$ cat config.mk
export PLATFORM = sky130hd
export DESIGN_NAME = prom_shadow_loader
export DESIGN_NICKNAME = d
export VERILOG_FILES = /design/src/rtl/prom_shadow_loader.sv
export SDC_FILE = /design/constraint.sdc
export NUM_CORES = 1
export LEC_CHECK = 0
export ABC_AREA = 1
export ABC_CLOCK_PERIOD_IN_PS = 10650
export BUFFER_PORTS_ARGS = -buffer_cell sky130_fd_sc_hd__buf_2
export CORE_MARGIN = 2
export CORE_UTILIZATION = 60
export CTS_CLUSTER_DIAMETER = 60
export CTS_CLUSTER_SIZE = 14
export DETAILED_ROUTE_END_ITERATION = 7
export PLACE_DENSITY = 0.85
export RECOVER_POWER = 25
export SETUP_SLACK_MARGIN = 0.05
export SLEW_MARGIN = 20
export SYNTH_ARGS = -nofsm -noshare
export SYNTH_HDL_FRONTEND = slang
export SYNTH_SLANG_ARGS = --single-unit
$ cat constraint.sdc
create_clock -name clk -period 10.65 [get_ports clk]
set_input_delay 0 -clock clk [delete_from_list [all_inputs] [get_ports clk]]
set_output_delay 0 -clock clk [all_outputs]
set_load 0.02 [all_outputs]
$ cat src/rtl/prom_shadow_loader.sv
module prom_shadow_loader #(
  parameter int CLK_DIV = 4
) (
  input  logic       clk,
  input  logic       rst_n,
  output logic       ee_cs,
  output logic       ee_sk,
  output logic       ee_di,
  input  logic       ee_do,
  input  logic [3:0] host_addr,
  input  logic       host_we,
  input  logic [7:0] host_wdata,
  input  logic       host_wr_en,
  output logic [7:0] host_rdata,
  output logic       load_done,
  output logic       image_valid
);

  localparam int DW = (CLK_DIV > 1) ? $clog2(CLK_DIV) : 1;
  localparam logic [7:0] SIG = 8'h57;

  logic [7:0]    mem [16];
  logic [DW-1:0] div_cnt;
  logic          busy, ph, fin;
  logic [4:0]    bcnt;
  logic [2:0]    wrd;
  logic [8:0]    cmd_sr;
  logic [15:0]   shreg, sum;
  logic          tick, img_ok;
  logic [15:0]   nxt;

  assign tick  = busy && (div_cnt == DW'(CLK_DIV - 1));
  assign nxt   = {shreg[14:0], ee_do};
  assign ee_sk = ph && ee_cs;
  assign ee_di = ee_cs && cmd_sr[8];
  assign host_rdata = load_done ? mem[host_addr] : 8'h00;

  always_comb begin
    sum = 16'h0000;
    for (int i = 1; i < 16; i++)
      if (i != 12 && i != 13) sum = sum + {8'h00, mem[i]};
  end

  assign img_ok = (sum == {mem[13], mem[12]}) && (mem[14] == SIG) && (mem[15] == SIG);

  always_ff @(posedge clk or negedge rst_n) begin
    if (!rst_n) begin
      busy        <= 1'b1;
      div_cnt     <= '0;
      ph          <= 1'b0;
      ee_cs       <= 1'b0;
      bcnt        <= '0;
      wrd         <= '0;
      cmd_sr      <= '0;
      shreg       <= '0;
      fin         <= 1'b0;
      load_done   <= 1'b0;
      image_valid <= 1'b0;
      for (int i = 0; i < 16; i++) mem[i] <= 8'h00;
    end else begin
      fin <= 1'b0;
      if (busy) div_cnt <= tick ? '0 : div_cnt + 1'b1;
      if (tick) begin
        if (!ee_cs) begin
          ee_cs  <= 1'b1;
          bcnt   <= '0;
          cmd_sr <= {3'b110, 3'b000, wrd};
        end else if (!ph) begin
          ph <= 1'b1;
        end else begin
          ph     <= 1'b0;
          cmd_sr <= {cmd_sr[7:0], 1'b0};
          if (bcnt >= 5'd9) shreg <= nxt;
          if (bcnt == 5'd24) begin
            mem[{wrd, 1'b0}] <= nxt[7:0];
            mem[{wrd, 1'b1}] <= nxt[15:8];
            ee_cs <= 1'b0;
            wrd   <= wrd + 1'b1;
            if (wrd == 3'd7) begin
              busy <= 1'b0;
              fin  <= 1'b1;
            end
          end else begin
            bcnt <= bcnt + 1'b1;
          end
        end
      end
      if (fin) begin
        load_done   <= 1'b1;
        image_valid <= img_ok;
      end
      if (load_done && host_we && host_wr_en) mem[host_addr] <= host_wdata;
    end
  end

  p_done_sticky_r3: assert property (@(posedge clk) disable iff (!rst_n)
    load_done |=> load_done);
  p_bus_idle_done_r3: assert property (@(posedge clk) disable iff (!rst_n)
    load_done |-> (!ee_cs && !ee_sk));
  p_valid_needs_done_r4: assert property (@(posedge clk) disable iff (!rst_n)
    image_valid |-> load_done);
  p_valid_frozen_r9: assert property (@(posedge clk) disable iff (!rst_n)
    (load_done && $past(load_done)) |-> $stable(image_valid));
  p_di_steady_r10: assert property (@(posedge clk) disable iff (!rst_n)
    (ee_sk && $past(ee_sk)) |-> $stable(ee_di));

endmodule

==> impl_results.md, run 1 <==
- Final Total Pwr: 1.42 mW
- Final number of hold-violating endpoints: 0
- Flops & latches, synth: 168
- Critical path fanouts, max: 98
- CTS H-tree depth: 4
- Post-CTS resize count: 0
- GRT Total Usage: 36.6%
- Antenna violations before repair: 0
- Cts hold-fix bufs: 10
- Count leader, synth: nand2_1
- Cells on worst reg2reg path: 20
- Clock period minus worst slack: 5150 ps
- CP Depth: 2
- CP Capture Type: asynchronous set/reset pin
- Wire per inst: 22.2 um
- Clk_lat worst skew: 450 ps
- Flop2flop setup slack: 6010 ps
- Via count: 10500
- Failing checks: capacitance limit, slew limit
- Fillers: 1419
- Number of DRC markers in iteration 0: 1603
- Post-Syn Area: 11500 um^2
- HP Start: host_wdata[0]
- CP max stage delay: 3770 ps
- Final WL: 35400 um
- CTS Root Cell: clkbuf_16
- DIE HEIGHT: 142 um
- Number of flops mapped to enable cells by yosys: 0
- P_leak: 5.92 nW
- Hold Crit Depth: 3
- Share of cells above drive strength 1: 6.48%
- Relative slew slack: -263%
- Max Clk Rate: 0.194 GHz
- Critical Path AT: 4380 ps
- Reg2Reg Capture Point: image_valid$_DFFE_PN0P_
- Cells along the critical path: dlygate4sd3_1, clkbuf_1
- Max IR drop VDD: 0.126 mV
- Initial core utilization: 61.3%
- Gp weighted congestion: 0.959
- Slowest CP cell: clkbuf_1
- Row cnt: 50
- Cell count after synthesis: 1351
- Chip width: 142 um
- PortBufs: 29
- Synthesized Nets: 1476
- Total grt overflow: 0
- Largest net degree at the start of global routing: 99
- Clock Sinks: 168
- CP Data Required Time: 9880 ps
- Nets: 1471
- Top cells by count, synth: nand2_1 (244), inv_1 (210), dfrtp_1 (167)
- Final hold slack: 353 ps
- Die Area: 20200 um^2
- Post-CTS Setup Repair Bufs: 0
- TritonCTS Buffers: 17
- Pins over their slew limit: 99
- DP HPWL: 24000 um
- Clk_skew: 13.0 ps
- Async SR Flop Fraction: 100%
- Worst-Margin Slew: 5440 ps
- Crit path kind: input pin to asynchronous set/reset pin
- Syn avg cell area: 8.48 um^2
- CP delay by family, top: buffers and inverters
- Final setup TNS: 0 ps
- Vias per std cell: 6.62
- Hold crit path type: input pin to flip-flop
- Syn. warnings: 0
- Longest Clk Path Bufs: 2
- MaxCap Viol Count: 1
- Crit path from: rst_n
- Area Overhead vs Synth: 8.47%
- Sequential area share after synthesis: 36.7%
- CTS tree: done
- Synth area leader: dfrtp_1
- DR DRC count: 0
- Diode count: 0
- IO Pins: 30
- Reg2reg start: mem[66]$_DFF_PN0_
- Initial DRT Pass Iterations: 6
- Final Cycle Share: 48.3%
- Crit path to: mem[103]$_DFF_PN0_
- Core Region: 18700 um^2
- Reg clk slew, reported paths: 80 ps
- Bufs and invs on worst path: 2
- First-pass GRT wire length: 56300 um
- Unique cell type count in the Yosys netlist: 38
- PwrDens: 114 nW/um^2
- Startpoint Class: input pin
- Setup violators final: 0
- RSZ-0062 raised after global routing: false
- Most area-consuming cells after synthesis: dfrtp_1 (36%), fa_1 (15%), nand2_1 (8.0%)
- Vias in the first global route: 10500
- Antenna viol nets, final: 0
- Top cell type's share of synthesized area: 36.5%
- Outcome: finished with violations
- Most frequently used flop master after synthesis: dfrtp_1
## metrics by stage
step                      cell area (um^2)  util [%]  std cells  worst slack (ps)
after floorplan                      11500         -       1351              6330
after global placement               11700      62.6       1551              6090
after detailed placement             11700      62.6       1551              6020
after CTS                            12400      66.5       1593              6010
after global routing                 12400      66.5       1593              4590
final                                12400      66.5       1593              5500
## worst min-delay path by stage
| stage | to | slack (ps) |
|---|---|---|
| after floorplan | bcnt[0]$_DFFE_PN0P_ | -300 |
| after global placement | mem[104]$_DFF_PN0_ | 160 |
| after detailed placement | mem[104]$_DFF_PN0_ | 170 |
| after CTS | mem[104]$_DFF_PN0_ | 260 |
| after global routing | mem[46]$_DFF_PN0_ | 380 |
| final | mem[32]$_DFF_PN0_ | 350 |
## cell type report
| cell class | count | area (um^2) | area share [%] |
|---|---|---|---|
| clock buffers | 18 | 429 | 3.45 |
| multi-input cells | 895 | 6160 | 49.6 |
| flip-flops and latches | 168 | 4210 | 33.8 |
| inverters | 213 | 800 | 6.43 |
| clock inverters | 14 | 208 | 1.67 |
| well taps | 234 | 293 | 2.36 |
| repair buffers | 51 | 334 | 2.69 |
## cell usage in the layout (no fill, tap or decap), types with 5 or more instances in the layout
cell | synthesis | final
a21oi_1 | 17 | 17
a22oi_1 | 64 | 64
a31oi_1 | 55 | 55
buf_2 | 15 | 28
buf_4 | 1 | 12
clkbuf_16 | 0 | 17
dfrtp_1 | 167 | 167
dlygate4sd3_1 | 0 | 10
fa_1 | 85 | 85
ha_1 | 23 | 23
inv_1 | 210 | 210
inv_6 | 0 | 5
nand2_1 | 244 | 244
nand3_1 | 32 | 32
nand4_1 | 5 | 5
nor2_1 | 50 | 47
nor2_2 | 2 | 5
nor3_1 | 5 | 5
o211ai_1 | 59 | 59
o21a_1 | 13 | 13
o21ai_0 | 155 | 154
o22ai_1 | 60 | 60
xor2_1 | 7 | 7
## logic make-up (layout without fill, tap and decap cells)
logic type,after synthesis,count (layout),share of synthesized area [%]
compound gates,425,425,22.8
xor+xnor,11,11,0.841
fa+ha+maj,108,108,17.4
buf+inv,288,296,9.63
flops,168,168,36.7
mux,1,1,0.0982
simple gates,350,350,12.6
## metal layers
| metal | GRT usage, % | up-vias | part of all wire [%] |
|---|---|---|---|
| met5 | 0 | - | 0 |
| met1 | 46.6 | 4919 | 35 |
| li1 | - | 4562 | - |
| met4 | 20.8 | 0 | 6.9 |
| met2 | 56.9 | 854 | 45 |
| met3 | 10.0 | 212 | 13 |
## registers in the layout, indices dropped and copies added (netlist names)
signal / flops
bcnt: 5
busy: 1
cmd_sr: 9
div_cnt: 2
ee_cs: 1
fin: 1
image_valid: 1
load_done: 1
mem: 128
ph: 1
shreg: 15
wrd: 3
## where the power goes
| group | total, mW | switching (mW) | internal, mW |
|---|---|---|---|
| logic | 0.0928 | 0.0664 | 0.0264 |
| registers | 0.640 | 0.00112 | 0.639 |
| clock network | 0.687 | 0.288 | 0.400 |
| total | 1.42 | 0.355 | 1.06 |
Note: power is estimated with default switching activity, not from simulation.
==> run 2, diff against run 1 <==
--- a/config.mk
+++ b/config.mk
@@ -5,8 +5,8 @@
 export SDC_FILE = /design/constraint.sdc
 export NUM_CORES = 1
 export LEC_CHECK = 0
-export ABC_AREA = 1
-export ABC_CLOCK_PERIOD_IN_PS = 10650
+export ABC_AREA = 0
+export ABC_CLOCK_PERIOD_IN_PS = 4950
 export BUFFER_PORTS_ARGS = -buffer_cell sky130_fd_sc_hd__buf_2
 export CORE_MARGIN = 2
 export CORE_UTILIZATION = 60
==> constraint.sdc (replaced) <==
create_clock -name clk -period 4.95 [get_ports clk]
set_input_delay 0 -clock clk [delete_from_list [all_inputs] [get_ports clk]]
set_output_delay 0 -clock clk [all_outputs]
set_load 0.02 [all_outputs]
==> impl_results.md, run 2 <==
- Synth area leader: dfrtp_1
- Final WS setup: -26.6 ps (-5530 ps)
- DIE HEIGHT: 143 um (+0.82%)
- Row cnt: 50 (unchanged)
- Met2 global-route usage: 49.5% (-7.3 points)
- Final Cycle Share: 101%
- Pins over their slew limit: 92 (-7.1%)
- Met3 usage in global routing: 8.00% (-2.0 points)
- Share of cells above drive strength 1: 15.7% (+9.2 points)
- Max reg flops: 128 (unchanged)
- Max IR drop VDD: 0.227 mV (+80%)
- Dpl cells: 1308 (-16%)
- DP HPWL: 21200 um (-12%)
- Layout Cells excl Fill: 1354 (-15%)
- Final Total Pwr: 2.87 mW (+100%)
- Syn avg cell area: 10.8 um^2 (+27%)
- Final setup TNS: -26.6 ps (-26.6 ps)
- DR DRC count: 1 (+1)
- Async SR Flop Fraction: 100% (unchanged)
- Longest Clk Path Bufs: 2 (unchanged)
- Number of DRC markers in iteration 0: 995 (-38%)
- Cell count after synthesis: 1080 (-20%)
- Antenna viol nets, final: 0 (unchanged)
- Startpoint Class: flip-flop
- Top cells by count, synth: dfrtp_1 (167), nand2_1 (147), mux2i_1 (129)
- Clock Sinks: 168 (unchanged)
- Area Overhead vs Synth: 8.76%
- Top reg by flops: mem
- Final hold slack: 337 ps (-15.4 ps)
- RSZ-0062 raised after global routing: true
- Total grt overflow: 0 (unchanged)
- Most frequent cells in the layout: dfrtp_1 (167), nand2_1 (147), mux2i_1 (129)
- Synthesized Nets: 1205 (-18%)
- Most common cell after layout, fill and taps aside: dfrtp_1
- Antenna violations before repair: 0 (unchanged)
- Initial DRT Pass Iterations: 8 (+2)
- Initial core utilization: 61.7% (+0.42 points)
- CP Data Required Time: 5290 ps (-4590 ps)
- Diode count: 0 (unchanged)
- First-pass GRT wire length: 49800 um (-11%)
- Vias per std cell: 6.51 (-1.6%)
- Post-Syn Area: 11700 um^2 (+1.7%)
- Vias in the first global route: 8949 (-15%)
- Flops & latches, synth: 168 (unchanged)
- Syn. warnings: 0 (unchanged)
- Clk_lat worst skew: 450 ps (about the same)
- Final number of hold-violating endpoints: 0 (unchanged)
- Number of flops mapped to enable cells by yosys: 0 (unchanged)
- Cell internal pwr: 2.20 mW (+110%)
- GR peak layer: met2
- GRT Total Usage: 32.7% (-3.9 points)
- Critical Path AT: 5320 ps (+940 ps)
- Chip width: 143 um (+0.82%)
- Most frequently used flop master after synthesis: dfrtp_1
- CTS Root Cell: clkbuf_16
- Setup violators final: 1 (+1)
- Clk network pwr share: 47.2% (-1.2 points)
- Wire per inst: 23.5 um (+5.7%)
- Count leader, synth: dfrtp_1
- Sw frac: 23.4% (-1.6 points)
- Die Area: 20600 um^2 (+1.6%)
- Clk_skew: 8.32 ps (-4.72 ps)
- Worst-Margin Slew: 2410 ps (-3040 ps)
- CTS tree: done
- PortBufs: 29 (unchanged)
- MaxCap Viol Count: 1 (unchanged)
- Largest net degree at the start of global routing: 92 (-7.1%)
- Via count: 8820 (-16%)
- Crit path kind: flip-flop to flip-flop
- NetSw: 0.672 mW (+89%)
- IO Pins: 30 (unchanged)
- Top flop regs: mem: 128 flops, shreg: 15 flops, cmd_sr: 9 flops
- Nets: 1206 (-18%)
- Core Region: 18900 um^2 (+1.0%)
- PwrDens: 226 nW/um^2 (+98%)
- Gate power share: 4.9% (-1.6 points)
- Final WL: 31800 um (-10%)
- Failing checks: DRC, capacitance limit, slew limit, setup timing
- Clock period minus worst slack: 4980 ps
- Reg clk slew, reported paths: 60 ps (-20 ps)
- Unique cell type count in the Yosys netlist: 62 (+63%)
- Sequential area share after synthesis: 36.1% (-0.61 points)
- CTS H-tree depth: 4 (unchanged)
- Outcome: finished with violations
- Max Clk Rate: 0.201 GHz
- Critical path fanouts, max: 3 (-97%)
- P_leak: 5.65 nW (-4.6%)
- Gp weighted congestion: 1.01 (+5.2%)
- TritonCTS Buffers: 17 (unchanged)
- Reg power frac: 48.0% (+2.9 points)
- Top cell type's share of synthesized area: 35.9% (-0.61 points)
- Fillers: 1350 (-4.9%)
- Most area-consuming cells after synthesis: dfrtp_1 (36%), fa_1 (15%), mux2i_1 (11%)
- Met1 Usage GRT: 44.0% (-2.6 points)
- Hold crit path type: input pin to flip-flop
- CP Capture Type: flip-flop
- Relative slew slack: -60.4% (+200 points)
==> run 2: worst max-delay path, cell delays in order, from the launching register on <==
cell     delay (ps)
dfrtp_1         410
fa_1            550
inv_1            50
fa_1            480
fa_1            570
fa_1            440
fa_1            500
inv_1            70
ha_4            180
fa_2            570
xor2_1           80
nor4_1          260
nand2_1         130
nor4_2          150
nand4_1         170
o32ai_2         260
==> run 2: path summary, 6_finish.rpt <==
| path | end | slack, ps | cells past startpoint | startpoint |
|---|---|---|---|---|
| max | image_valid$_DFFE_PN0P_ | -30 | 15 | mem[66]$_DFF_PN0_ |
| min | mem[59]$_DFF_PN0_ | 340 | 7 | host_we |
| max reg2reg | image_valid$_DFFE_PN0P_ | -30 | 15 | mem[66]$_DFF_PN0_ |
| min reg2reg | div_cnt[0]$_DFFE_PN0P_ | 500 | 1 | div_cnt[0]$_DFFE_PN0P_ |
| max in group asynchronous | mem[69]$_DFF_PN0_ | 2510 | 3 | rst_n |
| min in group asynchronous | cmd_sr[7]$_DFFE_PN0P_ | 800 | 2 | rst_n |
==> run 2: layer usage <==
layer / routed length (um) / part of all wire [%]
met1: 12000 / 38
met2: 14500 / 46
met3: 3470 / 11
met4: 1800 / 5.7
met5: 0 / 0
==> run 2: area by class of cell <==
type / count / area (um^2) / area share, %
inverter: 99 / 372 / 2.93
tap: 260 / 325 / 2.57
sequential: 168 / 4210 / 33.2
multi-input combinational: 731 / 6750 / 53.2
clock inverter: 12 / 125 / 0.987
timing repair buffer: 64 / 435 / 3.44
clock buffer: 20 / 467 / 3.68
==> run 2: kinds of logic (layout without fill, tap and decap cells) <==
logic type / after synthesis / after routing / share of synthesized area (%)
adders and majority gates: 108 / 108 / 17.1
xor gates and xnor gates: 17 / 17 / 1.28
muxes: 187 / 187 / 20.5
AOI/OAI and AO/OA: 179 / 179 / 8.34
and+or+nand+nor: 240 / 240 / 9.87
buffers and inverters: 181 / 195 / 6.82
DFF: 168 / 168 / 36.1
==> run 2: metrics by stage <==
stage               utilization [%]  setup WS (ps)  cell area (um^2)
floorplan                         -            322             11700
global placement               63.0            145             11900
detailed placement             63.0           56.7             11900
CTS                            66.7           67.2             12600
global route                   67.1           -188             12700
finish                         67.1          -26.6             12700
==> run 2: power groups by stage <==
stage,registers [mW],clock network [mW],logic [mW]
floorplan,1.40,0,0.0711
global placement,1.40,0,0.123
detailed placement,1.40,0,0.126
CTS,1.38,1.35,0.133
global route,1.38,1.41,0.150
finish,1.38,1.35,0.140
==> run 2: what timing repair did <==
item	4_1_cts	5_1_grt
resized for setup	1	8
hold endpoints to repair	195	0
buffers inserted	0	3
pin swaps	0	7
endpoints found under the setup margin	1	1
hold buffers	11	0
==> run 3, diff against run 2 <==
--- a/config.mk
+++ b/config.mk
@@ -6,7 +6,7 @@
 export NUM_CORES = 1
 export LEC_CHECK = 0
 export ABC_AREA = 0
-export ABC_CLOCK_PERIOD_IN_PS = 4950
+export ABC_CLOCK_PERIOD_IN_PS = 5600
 export BUFFER_PORTS_ARGS = -buffer_cell sky130_fd_sc_hd__buf_2
 export CORE_MARGIN = 2
 export CORE_UTILIZATION = 60
==> constraint.sdc (replaced) <==
create_clock -name clk -period 5.6 [get_ports clk]
set_input_delay 0 -clock clk [delete_from_list [all_inputs] [get_ports clk]]
set_output_delay 0 -clock clk [all_outputs]
set_load 0.02 [all_outputs]
==> impl_results.md, run 3 (synthesis gave the netlist of run 2 again) <==
- Outcome: finished with violations
- Failing checks: capacitance limit, slew limit
- PortBufs: 29 (unchanged)
- Gp weighted congestion: 1.01 (+0.16%)
- IO Pins: 30 (unchanged)
- DP HPWL: 21400 um (+0.97%)
- Fillers: 1341 (-0.67%)
- CTS H-tree depth: 4 (unchanged)
- CTS tree: done
- Clk_lat worst skew: 440 ps (about the same)
- CTS Root Cell: clkbuf_16
- Final WL: 32200 um (+1.3%)
- Nets: 1202 (-0.33%)
- Chip width: 143 um (unchanged)
- Final number of hold-violating endpoints: 0 (unchanged)
- Relative slew slack: -76.6% (-16 points)
- Final hold slack: 324 ps (-13.0 ps)
- Total grt overflow: 0 (unchanged)
- Initial DRT Pass Iterations: 6 (-2)
- Crit path kind: flip-flop to flip-flop
- Largest net degree at the start of global routing: 71 (-23%)
- Footprint of the multi-input gates: 6700 um^2 (-0.67%)
- Cts hold-fix bufs: 11 (unchanged)
- Clock period minus worst slack: 5000 ps (+24.7 ps)
- Antenna viol nets, final: 0 (unchanged)
- Hold crit path type: input pin to flip-flop
- GRT Total Usage: 33.7% (+0.95 points)
- Critical Path AT: 5310 ps (about the same)
- Most frequent cells in the layout: dfrtp_1 (167), nand2_1 (147), mux2i_1 (129)
- Pins over their slew limit: 49 (-47%)
- Diode count: 0 (unchanged)
- Clock Sinks: 168 (unchanged)
- Max reg flops: 128 (unchanged)
- Clk_skew: 8.69 ps (+0.371 ps)
- First-pass GRT wire length: 50900 um (+2.2%)
- Reg clk slew, reported paths: 70 ps (about the same)
- CP Data Required Time: 5910 ps (+620 ps)
- Post-CTS Setup Repair Bufs: 0 (unchanged)
- Crit path from: mem[67]$_DFF_PN0_
- Top reg by flops: mem
- Via count: 8748 (-0.82%)
- Share of cells above drive strength 1: 14.5% (-1.2 points)
- Core Region: 18900 um^2 (unchanged)
- DR DRC count: 0 (-1)
- Final setup TNS: 0 ps (+26.6 ps)
- Top flop regs: mem: 128 flops, shreg: 15 flops, cmd_sr: 9 flops
- Cells along the critical path: fa_1, inv_1, fa_1, fa_1, fa_1, fa_1, inv_1, ha_1, a211oi_1, o21bai_1, and3_1, or3_1, a31oi_1, o32ai_1
- Setup violators final: 0 (-1)
- Worst-Margin Slew: 2650 ps (+243 ps)
- CP Capture Type: flip-flop
- Antenna violations before repair: 1 (+1)
- Final Cycle Share: 89.3% (-11 points)
- Vias in the first global route: 9112 (+1.8%)
- Seq. cell area: 4210 um^2 (unchanged)
- TritonCTS Buffers: 17 (unchanged)
- Final WS setup: 599 ps (+625 ps)
- Wire per inst: 23.9 um (+1.6%)
- HP Start: host_we
- Most used cell, CP: fa_1
- RSZ-0062 raised after global routing: false
- Longest Clk Path Bufs: 2 (unchanged)
- Reg2reg start: mem[67]$_DFF_PN0_
- Most common cell after layout, fill and taps aside: dfrtp_1
- Number of DRC markers in iteration 0: 959 (-3.6%)
- CP max stage delay: 590 ps (+20 ps)
- Area Overhead vs Synth: 7.86%
- Row cnt: 50 (unchanged)
- MaxCap Viol Count: 1 (unchanged)
- Critical path fanouts, max: 4 (+1)
- P_leak: 5.61 nW (-0.76%)
- DIE HEIGHT: 143 um (unchanged)
- Vias per std cell: 6.48 (-0.52%)
- PwrDens: 197 nW/um^2 (-13%)
- Die Area: 20600 um^2 (unchanged)
- Worst slack at placement: 754 ps (+697 ps)
- Max Clk Rate: 0.200 GHz (-0.49%)
- Max IR drop VDD: 0.211 mV (-7.2%)
- Slowest CP cell: fa_1
- Initial core utilization: 61.7% (unchanged)
- Post-CTS resize count: 0 (-1)
- Startpoint Class: flip-flop
- Layout Cells excl Fill: 1350 (-0.30%)
- Dpl cells: 1307 (-0.076%)
==> run 3: per-stage QoR <==
| stage | cell area (um^2) | utilization [%] | total power [mW] |
|---|---|---|---|
| 2_1_floorplan | 11700 | - | 1.30 |
| 3_3_place_gp | 11900 | 63.0 | 1.35 |
| 3_5_place_dp | 11900 | 63.0 | 1.35 |
| 4_1_cts | 12600 | 66.5 | 2.48 |
| 5_1_grt | 12600 | 66.5 | 2.54 |
| 6_report | 12600 | 66.5 | 2.48 |
==> run 3: final cells by class <==
class | instances | share of cell area (%)
well taps | 260 | 2.59
repair buffers | 60 | 3.19
clock buffers | 19 | 3.52
clock inverters | 13 | 0.985
inverters | 99 | 2.96
flip-flops and latches | 168 | 33.5
multi-input cells | 731 | 53.3
==> run 3: critical path: cells and delay by family, from the launching register on <==
kind	cells	cell delay (ps)
buffers and inverters	2	140
adder cells (fa/ha/maj)	6	2890
AND/OR/NAND/NOR	2	550
flip-flops	1	410
AO/OA/AOI/OAI	4	870
==> run 3: layer usage <==
layer  global-route usage, %  routed length (um)  up-vias
met4                    18.1                1820        2
met1                    43.4               11800     4303
met5                       0                  12        -
met2                    51.4               14700      629
met3                    10.4                3900      155
li1                        -                   -     3659
==> run 3: final timing paths <==
path | end | slack, ps | cells after the start
min | mem[59]$_DFF_PN0_ | 320 | 7
max | image_valid$_DFFE_PN0P_ | 600 | 14
max in group asynchronous | mem[34]$_DFF_PN0_ | 2180 | 3
min reg2reg | cmd_sr[0]$_DFFE_PN0P_ | 500 | 1
min in group asynchronous | cmd_sr[7]$_DFFE_PN0P_ | 930 | 2
max reg2reg | image_valid$_DFFE_PN0P_ | 600 | 14
==> run 3: report_power, final <==
part	switching, mW	leakage, nW	internal [mW]
Combinational	0.0819	3.63	0.0373
Clock	0.517	0.270	0.628
Sequential	0.00199	1.71	1.21
Total	0.601	5.61	1.88
